### config.mk
export PLATFORM = sky130hd
export DESIGN_NAME = cfg_stream_fetch
export DESIGN_NICKNAME = d
export VERILOG_FILES = /design/src/rtl/cfg_fetch_pkg.sv /design/src/rtl/cfg_fetch_addr_ctl.sv /design/src/rtl/cfg_fetch_data_ctl.sv /design/src/rtl/cfg_stream_fetch.sv
export SDC_FILE = /design/constraint.sdc
export NUM_CORES = 1
export LEC_CHECK = 0
export BUFFER_PORTS_ARGS = -buffer_cell sky130_fd_sc_hd__buf_2
export CAP_MARGIN = 20
export CORE_UTILIZATION = 60
export CTS_CLUSTER_SIZE = 14
export DETAILED_ROUTE_END_ITERATION = 6
export GPL_ROUTABILITY_DRIVEN = 0
export PLACE_DENSITY = 0.87
export SYNTH_ARGS = -nofsm -noshare
export SYNTH_HDL_FRONTEND = slang
export SYNTH_SLANG_ARGS = --single-unit
### constraint.sdc
create_clock -name clk -period 9.4 [get_ports clk]
set_clock_uncertainty 0.15 [all_clocks]
set_input_delay 1.41 -clock clk [delete_from_list [all_inputs] [get_ports clk]]
set_output_delay 1.41 -clock clk [all_outputs]
set_load 0.05 [all_outputs]
### src/rtl/cfg_fetch_pkg.sv
`timescale 1ns/1ps
package cfg_fetch_pkg;
  typedef enum logic [1:0] {AS_IDLE, AS_TBL, AS_WAIT, AS_BURST} addr_st_e;

  localparam int BEAT_BYTES  = 8;
  localparam int BURST_BEATS = 8;
  localparam int BURST_BYTES = BEAT_BYTES * BURST_BEATS;

  localparam logic [3:0] LEN_TABLE  = 4'd0;
  localparam logic [3:0] LEN_STREAM = 4'(BURST_BEATS - 1);
  localparam logic [2:0] SIZE_8B    = 3'd3;
  localparam logic [1:0] TYPE_INCR  = 2'b01;
  localparam logic [2:0] PROT_NONE  = 3'd0;
endpackage

### src/rtl/cfg_fetch_addr_ctl.sv
`timescale 1ns/1ps
module cfg_fetch_addr_ctl
  import cfg_fetch_pkg::*;
#(
  parameter int             AW      = 32,
  parameter int             IDX_W   = 4,
  parameter logic [AW-1:0]  BASE    = '0,
  parameter int             MAX_OUT = 4,
  parameter int             OUT_W   = 3
) (
  input  logic              clk,
  input  logic              rst_n,
  input  logic [IDX_W-1:0]  sel_idx,
  input  logic              start_req,
  input  logic              ar_ready,
  input  logic              tbl_hit,
  input  logic [31:0]       tbl_off,
  input  logic [31:0]       tbl_len,
  input  logic [OUT_W-1:0]  out_cnt,
  output logic              rdy,
  output logic              ar_valid,
  output logic [AW-1:0]     ar_addr,
  output logic              ar_is_tbl,
  output logic              tbl_hs,
  output logic              burst_hs
);
  addr_st_e      st_q, st_d;
  logic [AW-1:0] addr_q, addr_d;
  logic [AW:0]   stop_q, stop_d;
  logic [AW:0]   next_addr;
  logic          addr_en;

  assign next_addr = {1'b0, addr_q} + (AW+1)'(BURST_BYTES);
  assign rdy       = (st_q == AS_IDLE);
  assign ar_is_tbl = (st_q == AS_TBL);
  assign ar_valid  = (st_q == AS_TBL) ||
                     ((st_q == AS_BURST) && (out_cnt < OUT_W'(MAX_OUT)));
  assign ar_addr   = addr_q;
  assign tbl_hs    = (st_q == AS_TBL) && ar_ready;
  assign burst_hs  = (st_q == AS_BURST) && ar_valid && ar_ready;

  always_comb begin
    st_d    = st_q;
    addr_d  = addr_q;
    stop_d  = stop_q;
    addr_en = 1'b0;
    case (st_q)
      AS_IDLE: if (start_req) begin
        addr_d  = BASE + AW'({sel_idx, 3'b000});
        addr_en = 1'b1;
        st_d    = AS_TBL;
      end
      AS_TBL: if (ar_ready) st_d = AS_WAIT;
      AS_WAIT: if (tbl_hit) begin
        addr_d  = BASE + AW'(tbl_off);
        stop_d  = {1'b0, BASE} + (AW+1)'(tbl_off) + (AW+1)'(tbl_len);
        addr_en = 1'b1;
        st_d    = (tbl_len == 32'd0) ? AS_IDLE : AS_BURST;
      end
      AS_BURST: if (burst_hs) begin
        addr_d  = next_addr[AW-1:0];
        addr_en = 1'b1;
        if (next_addr >= stop_q) st_d = AS_IDLE;
      end
      default: st_d = AS_IDLE;
    endcase
  end

  always_ff @(posedge clk or negedge rst_n) begin
    if (!rst_n) begin
      st_q   <= AS_IDLE;
      addr_q <= '0;
      stop_q <= '0;
    end else begin
      st_q <= st_d;
      if (addr_en) addr_q <= addr_d;
      if (tbl_hit) stop_q <= stop_d;
    end
  end
endmodule

### src/rtl/cfg_fetch_data_ctl.sv
`timescale 1ns/1ps
module cfg_fetch_data_ctl #(
  parameter int OUT_W = 3
) (
  input  logic              clk,
  input  logic              rst_n,
  input  logic [63:0]       r_data,
  input  logic              r_valid,
  input  logic              r_last,
  input  logic              q_full,
  input  logic              tbl_hs,
  input  logic              burst_hs,
  output logic              r_ready,
  output logic [63:0]       q_wdata,
  output logic              q_wen,
  output logic              tbl_hit,
  output logic [31:0]       tbl_off,
  output logic [31:0]       tbl_len,
  output logic [OUT_W-1:0]  out_cnt
);
  logic             pend_q, pend_d;
  logic [OUT_W-1:0] cnt_q, cnt_d;
  logic             beat_hs, is_tbl, done_burst;

  assign r_ready    = !q_full;
  assign beat_hs    = r_valid && r_ready;
  assign is_tbl     = pend_q && (cnt_q == '0);
  assign tbl_hit    = beat_hs && is_tbl;
  assign done_burst = beat_hs && r_last && !is_tbl;
  assign tbl_off    = r_data[31:0];
  assign tbl_len    = r_data[63:32];
  assign q_wen      = beat_hs;
  assign q_wdata    = is_tbl ? {32'h0, r_data[63:32]} : r_data;
  assign out_cnt    = cnt_q;

  always_comb begin
    case ({burst_hs, done_burst})
      2'b10:   cnt_d = cnt_q + OUT_W'(1);
      2'b01:   cnt_d = cnt_q - OUT_W'(1);
      default: cnt_d = cnt_q;
    endcase
    pend_d = pend_q;
    if (tbl_hs)       pend_d = 1'b1;
    else if (tbl_hit) pend_d = 1'b0;
  end

  always_ff @(posedge clk or negedge rst_n) begin
    if (!rst_n) begin
      cnt_q  <= '0;
      pend_q <= 1'b0;
    end else begin
      cnt_q  <= cnt_d;
      pend_q <= pend_d;
    end
  end
endmodule

### src/rtl/cfg_stream_fetch.sv
`timescale 1ns/1ps
module cfg_stream_fetch
  import cfg_fetch_pkg::*;
#(
  parameter int             AW      = 32,
  parameter int             IDX_W   = 4,
  parameter logic [AW-1:0]  BASE    = 32'h0010_0000,
  parameter int             MAX_OUT = 4
) (
  input  logic              clk,
  input  logic              rst_n,
  input  logic [IDX_W-1:0]  sel_idx,
  input  logic              start_req,
  output logic              rdy,
  output logic [AW-1:0]     ar_addr,
  output logic [3:0]        ar_len,
  output logic [2:0]        ar_size,
  output logic [1:0]        ar_burst,
  output logic [2:0]        ar_prot,
  output logic              ar_valid,
  input  logic              ar_ready,
  input  logic [63:0]       r_data,
  input  logic              r_valid,
  input  logic              r_last,
  output logic              r_ready,
  output logic [63:0]       q_wdata,
  output logic              q_wen,
  input  logic              q_full
);
  localparam int OUT_W = $clog2(MAX_OUT + 1);

  logic             ar_is_tbl, tbl_hs, burst_hs, tbl_hit;
  logic [31:0]      tbl_off, tbl_len;
  logic [OUT_W-1:0] out_cnt;

  assign ar_len   = ar_is_tbl ? LEN_TABLE : LEN_STREAM;
  assign ar_size  = SIZE_8B;
  assign ar_burst = TYPE_INCR;
  assign ar_prot  = PROT_NONE;

  cfg_fetch_addr_ctl #(
    .AW(AW), .IDX_W(IDX_W), .BASE(BASE), .MAX_OUT(MAX_OUT), .OUT_W(OUT_W)
  ) u_addr (
    .clk(clk), .rst_n(rst_n), .sel_idx(sel_idx), .start_req(start_req),
    .ar_ready(ar_ready), .tbl_hit(tbl_hit), .tbl_off(tbl_off),
    .tbl_len(tbl_len), .out_cnt(out_cnt), .rdy(rdy), .ar_valid(ar_valid),
    .ar_addr(ar_addr), .ar_is_tbl(ar_is_tbl), .tbl_hs(tbl_hs),
    .burst_hs(burst_hs)
  );

  cfg_fetch_data_ctl #(.OUT_W(OUT_W)) u_data (
    .clk(clk), .rst_n(rst_n), .r_data(r_data), .r_valid(r_valid),
    .r_last(r_last), .q_full(q_full), .tbl_hs(tbl_hs), .burst_hs(burst_hs),
    .r_ready(r_ready), .q_wdata(q_wdata), .q_wen(q_wen), .tbl_hit(tbl_hit),
    .tbl_off(tbl_off), .tbl_len(tbl_len), .out_cnt(out_cnt)
  );
endmodule

# Yosys cells after proc, flatten, opt, wreduce, memory -nomap -nowiden
# Cells that the tools add are included.
# W data, S select, Z words.
# classes
n_mux	20
addsub	7
eq_ne	10
n_div	0
n_shift	0
multipliers	0
n_reduce_logical	21
bitwise	0
magnitude_cmp	2
# op_table
operator	count
$mux W32	3
$pmux W32 S3	1
$mux W64	1
$add A21 B32 Y33 const A	1
$add A32 B7 Y33 const B	1
$add A33 B32 Y33	1
$ge A33 B33 Y1	1
$add A21 B32 Y32 const A	1
$logic_not A32 Y1	1
$add A21 B7 Y22 const A	1
$mux W2	6
$reduce_and A5 Y1	2
$logic_and A1 B1 Y1	9
$ne A2 B2 Y1 const B	4
$pmux W2 S4	1
$eq A2 B2 Y1 const B	3
$pmux W3 S2	1
$mux W1	5
$eq A2 B1 Y1 const B	2
$reduce_bool A2 Y1	2
$add A3 B1 Y3 const B	1
$logic_not A3 Y1	1
$lt A3 B3 Y1 const B	1
$mux W3	1
8 further kinds	9
# word_totals
input_bits	75
register_bits	71
word_cells	65
memories	0
rom_bits	0
output_inout_bits	112
latch_bits	0
mem_bits_rw	0

# Longest topological paths before layout
# logic_depth
ltp_word	8
mapped_depth	15
depth_no_buf	14

# Hierarchy
# A second synthesis with hierarchy kept.
# unflattened
cells_unflattened	938
hier_area_um2	7758.7
# by_module_without_submodules
mod	n_inst	cells_per_inst	area_each_um2	seq_area_each_um2
cfg_fetch_addr_ctl	1	769	6354.8	1676.6
cfg_fetch_data_ctl	1	155	1310.0	100.1
cfg_stream_fetch	1	14	93.8	0.0

# Worst setup path before layout
# OpenSTA, ideal clock, no wires.
# synth_path
path_kind	input-to-output
startpoint	input r_data[20]
endpoint	output q_wdata[20]
path_buffers	0
cell_stages	2
slack_ns	5.285
required_time_ns	7.840
arrival_time_ns	2.555
cell_sequence	inv_1 o21ai_0
# synth_between
elab_chain_cells	1
# synth_rtl
item	line	text
start, declared	cfg_stream_fetch.sv:22	input logic [63:0] r_data,
$mux W64	cfg_fetch_data_ctl.sv:33	assign q_wdata = is_tbl ? {32'h0, r_data[63:32]} : r_data;
end, declared	cfg_stream_fetch.sv:26	output logic [63:0] q_wdata,
# No other way between the ends.

# Final worst setup path
# layout_path
startpoint	input r_data[1]
endpoint	register u_addr.stop_q[17]
# layout_between
elab_chain_cells	2
# layout_rtl
item	line	text
$add A21 B32 Y33	cfg_fetch_addr_ctl.sv:56	stop_d = {1'b0, BASE} + (AW+1)'(tbl_off) + (AW+1)'(tbl_len);
$add A33 B32 Y33	cfg_fetch_addr_ctl.sv:56	
end signal, assigned	cfg_fetch_addr_ctl.sv:77	if (tbl_hit) stop_q <= stop_d;
end, declared	cfg_fetch_addr_ctl.sv:29	logic [AW:0] stop_q, stop_d;
# No other way between the ends.
# A chain may end at the register's enable or synchronous reset.

==> summary.txt <==
max-cap viol count: 0
pre-CTS setup slack: 5.00 ns
Synth Area per Inst: 8.26 sq um
FILL cells: 911
Worst Reg-to-Reg Cells: 14
Area Growth Syn to Fin: 17.3%
Routed WL: 21800 microns
first-pass GRT wire length: 34200 microns
storage element area: 1780 sq um
busiest grt layer: met2
Synth warnings: 0
core footprint: 12100 sq um
largest net degree at the start of global routing: 72
initial antenna violation count: 0
grt met1 use: 47.6%
hold crit path type: reg -> reg
leakage power: 4.31 nW
Rows: 40
Final TNS setup: 0 ns
relative slew slack: 41.1%
share of layout cells above drive strength 1: 24.1%
cell area after synthesis: 7470 sq um
Die Y: 114 microns
# setup viols final: 0
FMAX: 243 MHz
R2R Setup Slk: 5.36 ns
multi-input logic area: 5250 sq um
GR Util All Layers: 33.9%
count leader, synth: ha_1
Crit Reg-Reg Endpoint: u_addr.st_q[0]
DRT iter0 DRCs: 673
Max IR drop VDD: 0.143 mV
Non-Filler Instances: 1227
CTS tree: built
sequential share of the synthesized area: 23.8%
Worst Path Arrival: 4.18 ns
ys async rst share: 100%
Cells after Synth: 905
vias: 7478
Final Max Slew Viols: 0
DR WL/cell: 17.8 microns
power per cell area: 298 nW/um^2
CTS Root Cell: clkbuf_16
CTS max path bufs: 2
Area contributors post-synth: dfrtp_1, ha_1, o21ai_0
# nets final: 1230
vias per cell: 6.09
ys flop type: dfrtp_1
fin crit share: 43.7%
placed cells: 1210
final setup margin: 5.29 ns
Crit Reg-Reg Startpoint: u_addr.ar_addr[8]
Post-synth EDFFs: 0
Num CTS Buffers: 9
count of cell types in the netlist: 70
largest area contributor in the netlist: dfrtp_1
CP startpoint: r_data[1]
PortBufs: 177
GRT met3 Usage: 4.04%
Util after Layout: 72.7%
Data required, critical path: 9.47 ns
crit-path max FO: 3
CTS hold repair buffers: 0
status: finished, final reports clean
Crit. End Element: register
met2 Use GR: 51.7%
first-pass iteration count of the detailed router: 5
Yosys reg bits: 71
share of the synthesized area in the top cell type: 23.8%
most instantiated cells after synthesis: ha_1, nand2_1, o21ai_0
crit path capture: u_addr.stop_q[17]
Setup crit start kind: primary input
setup bufs post-CTS: 0
die width: 114 microns
H-tree Lvls: 3
post-cts sizing count: 0
Worst-Skew Late Latency: 0.34 ns
I/O pin total: 187
Hold Vio Cnt, Final: 0
die area: 12900 sq um
Hold Slack: 0.336 ns
initial core utilization: 61.9%
# DRC: 0
antenna diode count: 0
clock sinks: 71
ANT nets after route: 0
gr ovfl total: 0
final worst path period need: 4.11 ns
DP HPWL: 16600 microns
vias in the first global route: 6682
CTS clk-pin slew, worst paths: 0.06 ns
Worst-Margin Slew: 0.884 ns
RSZ-0062 raised after global routing: false
WS Path Type: in -> reg
==> power by group <==
| part | total (mW) | switching, mW | internal [mW] | leakage, nW |
|---|---|---|---|---|
| clock network | 0.396 | 0.131 | 0.265 | 0.168 |
| logic | 1.67 | 1.15 | 0.519 | 3.24 |
| registers | 0.547 | 0.124 | 0.423 | 0.908 |
| total | 2.62 | 1.41 | 1.21 | 4.31 |
==> area by class of cell <==
cell class | instances | area share [%]
Timing Repair Buffer | 184 | 10.9
Multi-Input combinational cell | 728 | 60.0
Clock buffer | 10 | 2.73
Clock inverter | 6 | 1.23
Inverter | 60 | 2.57
Tap cell | 168 | 2.40
Sequential cell | 71 | 20.3
==> worst min path at each step <==
stage | cells past startpoint | slack [ns] | endpoint | startpoint
CTS | 2 | 0.33 | u_addr.stop_q[16] | u_addr.stop_q[16]
global route | 2 | 0.36 | u_addr.stop_q[22] | u_addr.stop_q[22]
detailed placement | 2 | 0.32 | u_addr.stop_q[16] | u_addr.stop_q[16]
finish | 2 | 0.34 | u_addr.stop_q[16] | u_addr.stop_q[16]
floorplan | 2 | 0.30 | u_addr.stop_q[0] | u_addr.stop_q[0]
global placement | 2 | 0.31 | u_addr.stop_q[20] | u_addr.stop_q[20]
==> state kept, by name, summed over array words and instances (netlist names) <==
register / cells
u_addr.stop_q: 33
u_addr.ar_addr: 32
u_data.out_cnt: 3
u_addr.st_q: 2
u_data.pend_q: 1
==> placed cells by master, fill, tap and decap left out, types with 6 or more instances in the layout <==
master and count:
a21o_1 18, a21oi_1 51, a22o_1 6, and3_1 18, buf_2 177, buf_4 6
clkbuf_16 9, conb_1 9, dfrtp_1 71, ha_1 99, inv_1 59, mux2_2 33
nand2_1 92, nand3_1 28, nand4_1 19, nor2_1 38, nor2b_1 36, nor3_1 12
nor4_1 10, o211ai_1 12, o21ai_0 80, or2_2 6, xnor2_1 37, xor2_1 27
==> stage by stage <==
step / power, mW / cell area (sq um)
2_1_floorplan: 1.81 / 7500
3_3_place_gp: 2.13 / 8400
3_5_place_dp: 2.18 / 8400
4_1_cts: 2.59 / 8740
5_1_grt: 2.77 / 8760
6_report: 2.62 / 8760
==> worst max-delay path, cell delays in order <==
cell and delay [ns]:
buf_2 0.13, ha_1 0.30, ha_1 0.27, fa_1 0.43
a21o_1 0.23, a221oi_2 0.36, o2bb2ai_2 0.19, o21ai_1 0.13
a21o_2 0.24, o31ai_2 0.21, xor2_1 0.20, o21ai_1 0.08
==> kinds of logic after synthesis <==
group	count (synthesis)	share of synthesized area [%]
flip-flops	71	23.8
multiplexers	39	5.79
XOR/XNOR	64	7.50
adder cells (fa/ha/maj)	101	17.1
AND/OR/NAND/NOR	285	19.8
other	2	0.101
buffers and inverters	113	6.36
AO/OA/AOI/OAI	230	19.6
==> routing by layer <==
layer	wire length, microns	share of wire (%)	vias up
li1	-	-	3532
met1	9560	44	3497
met2	9630	44	387
met3	1850	8.5	62
met4	790	3.6	0
met5	0	0	-
Power figures use the tool's default switching activity.
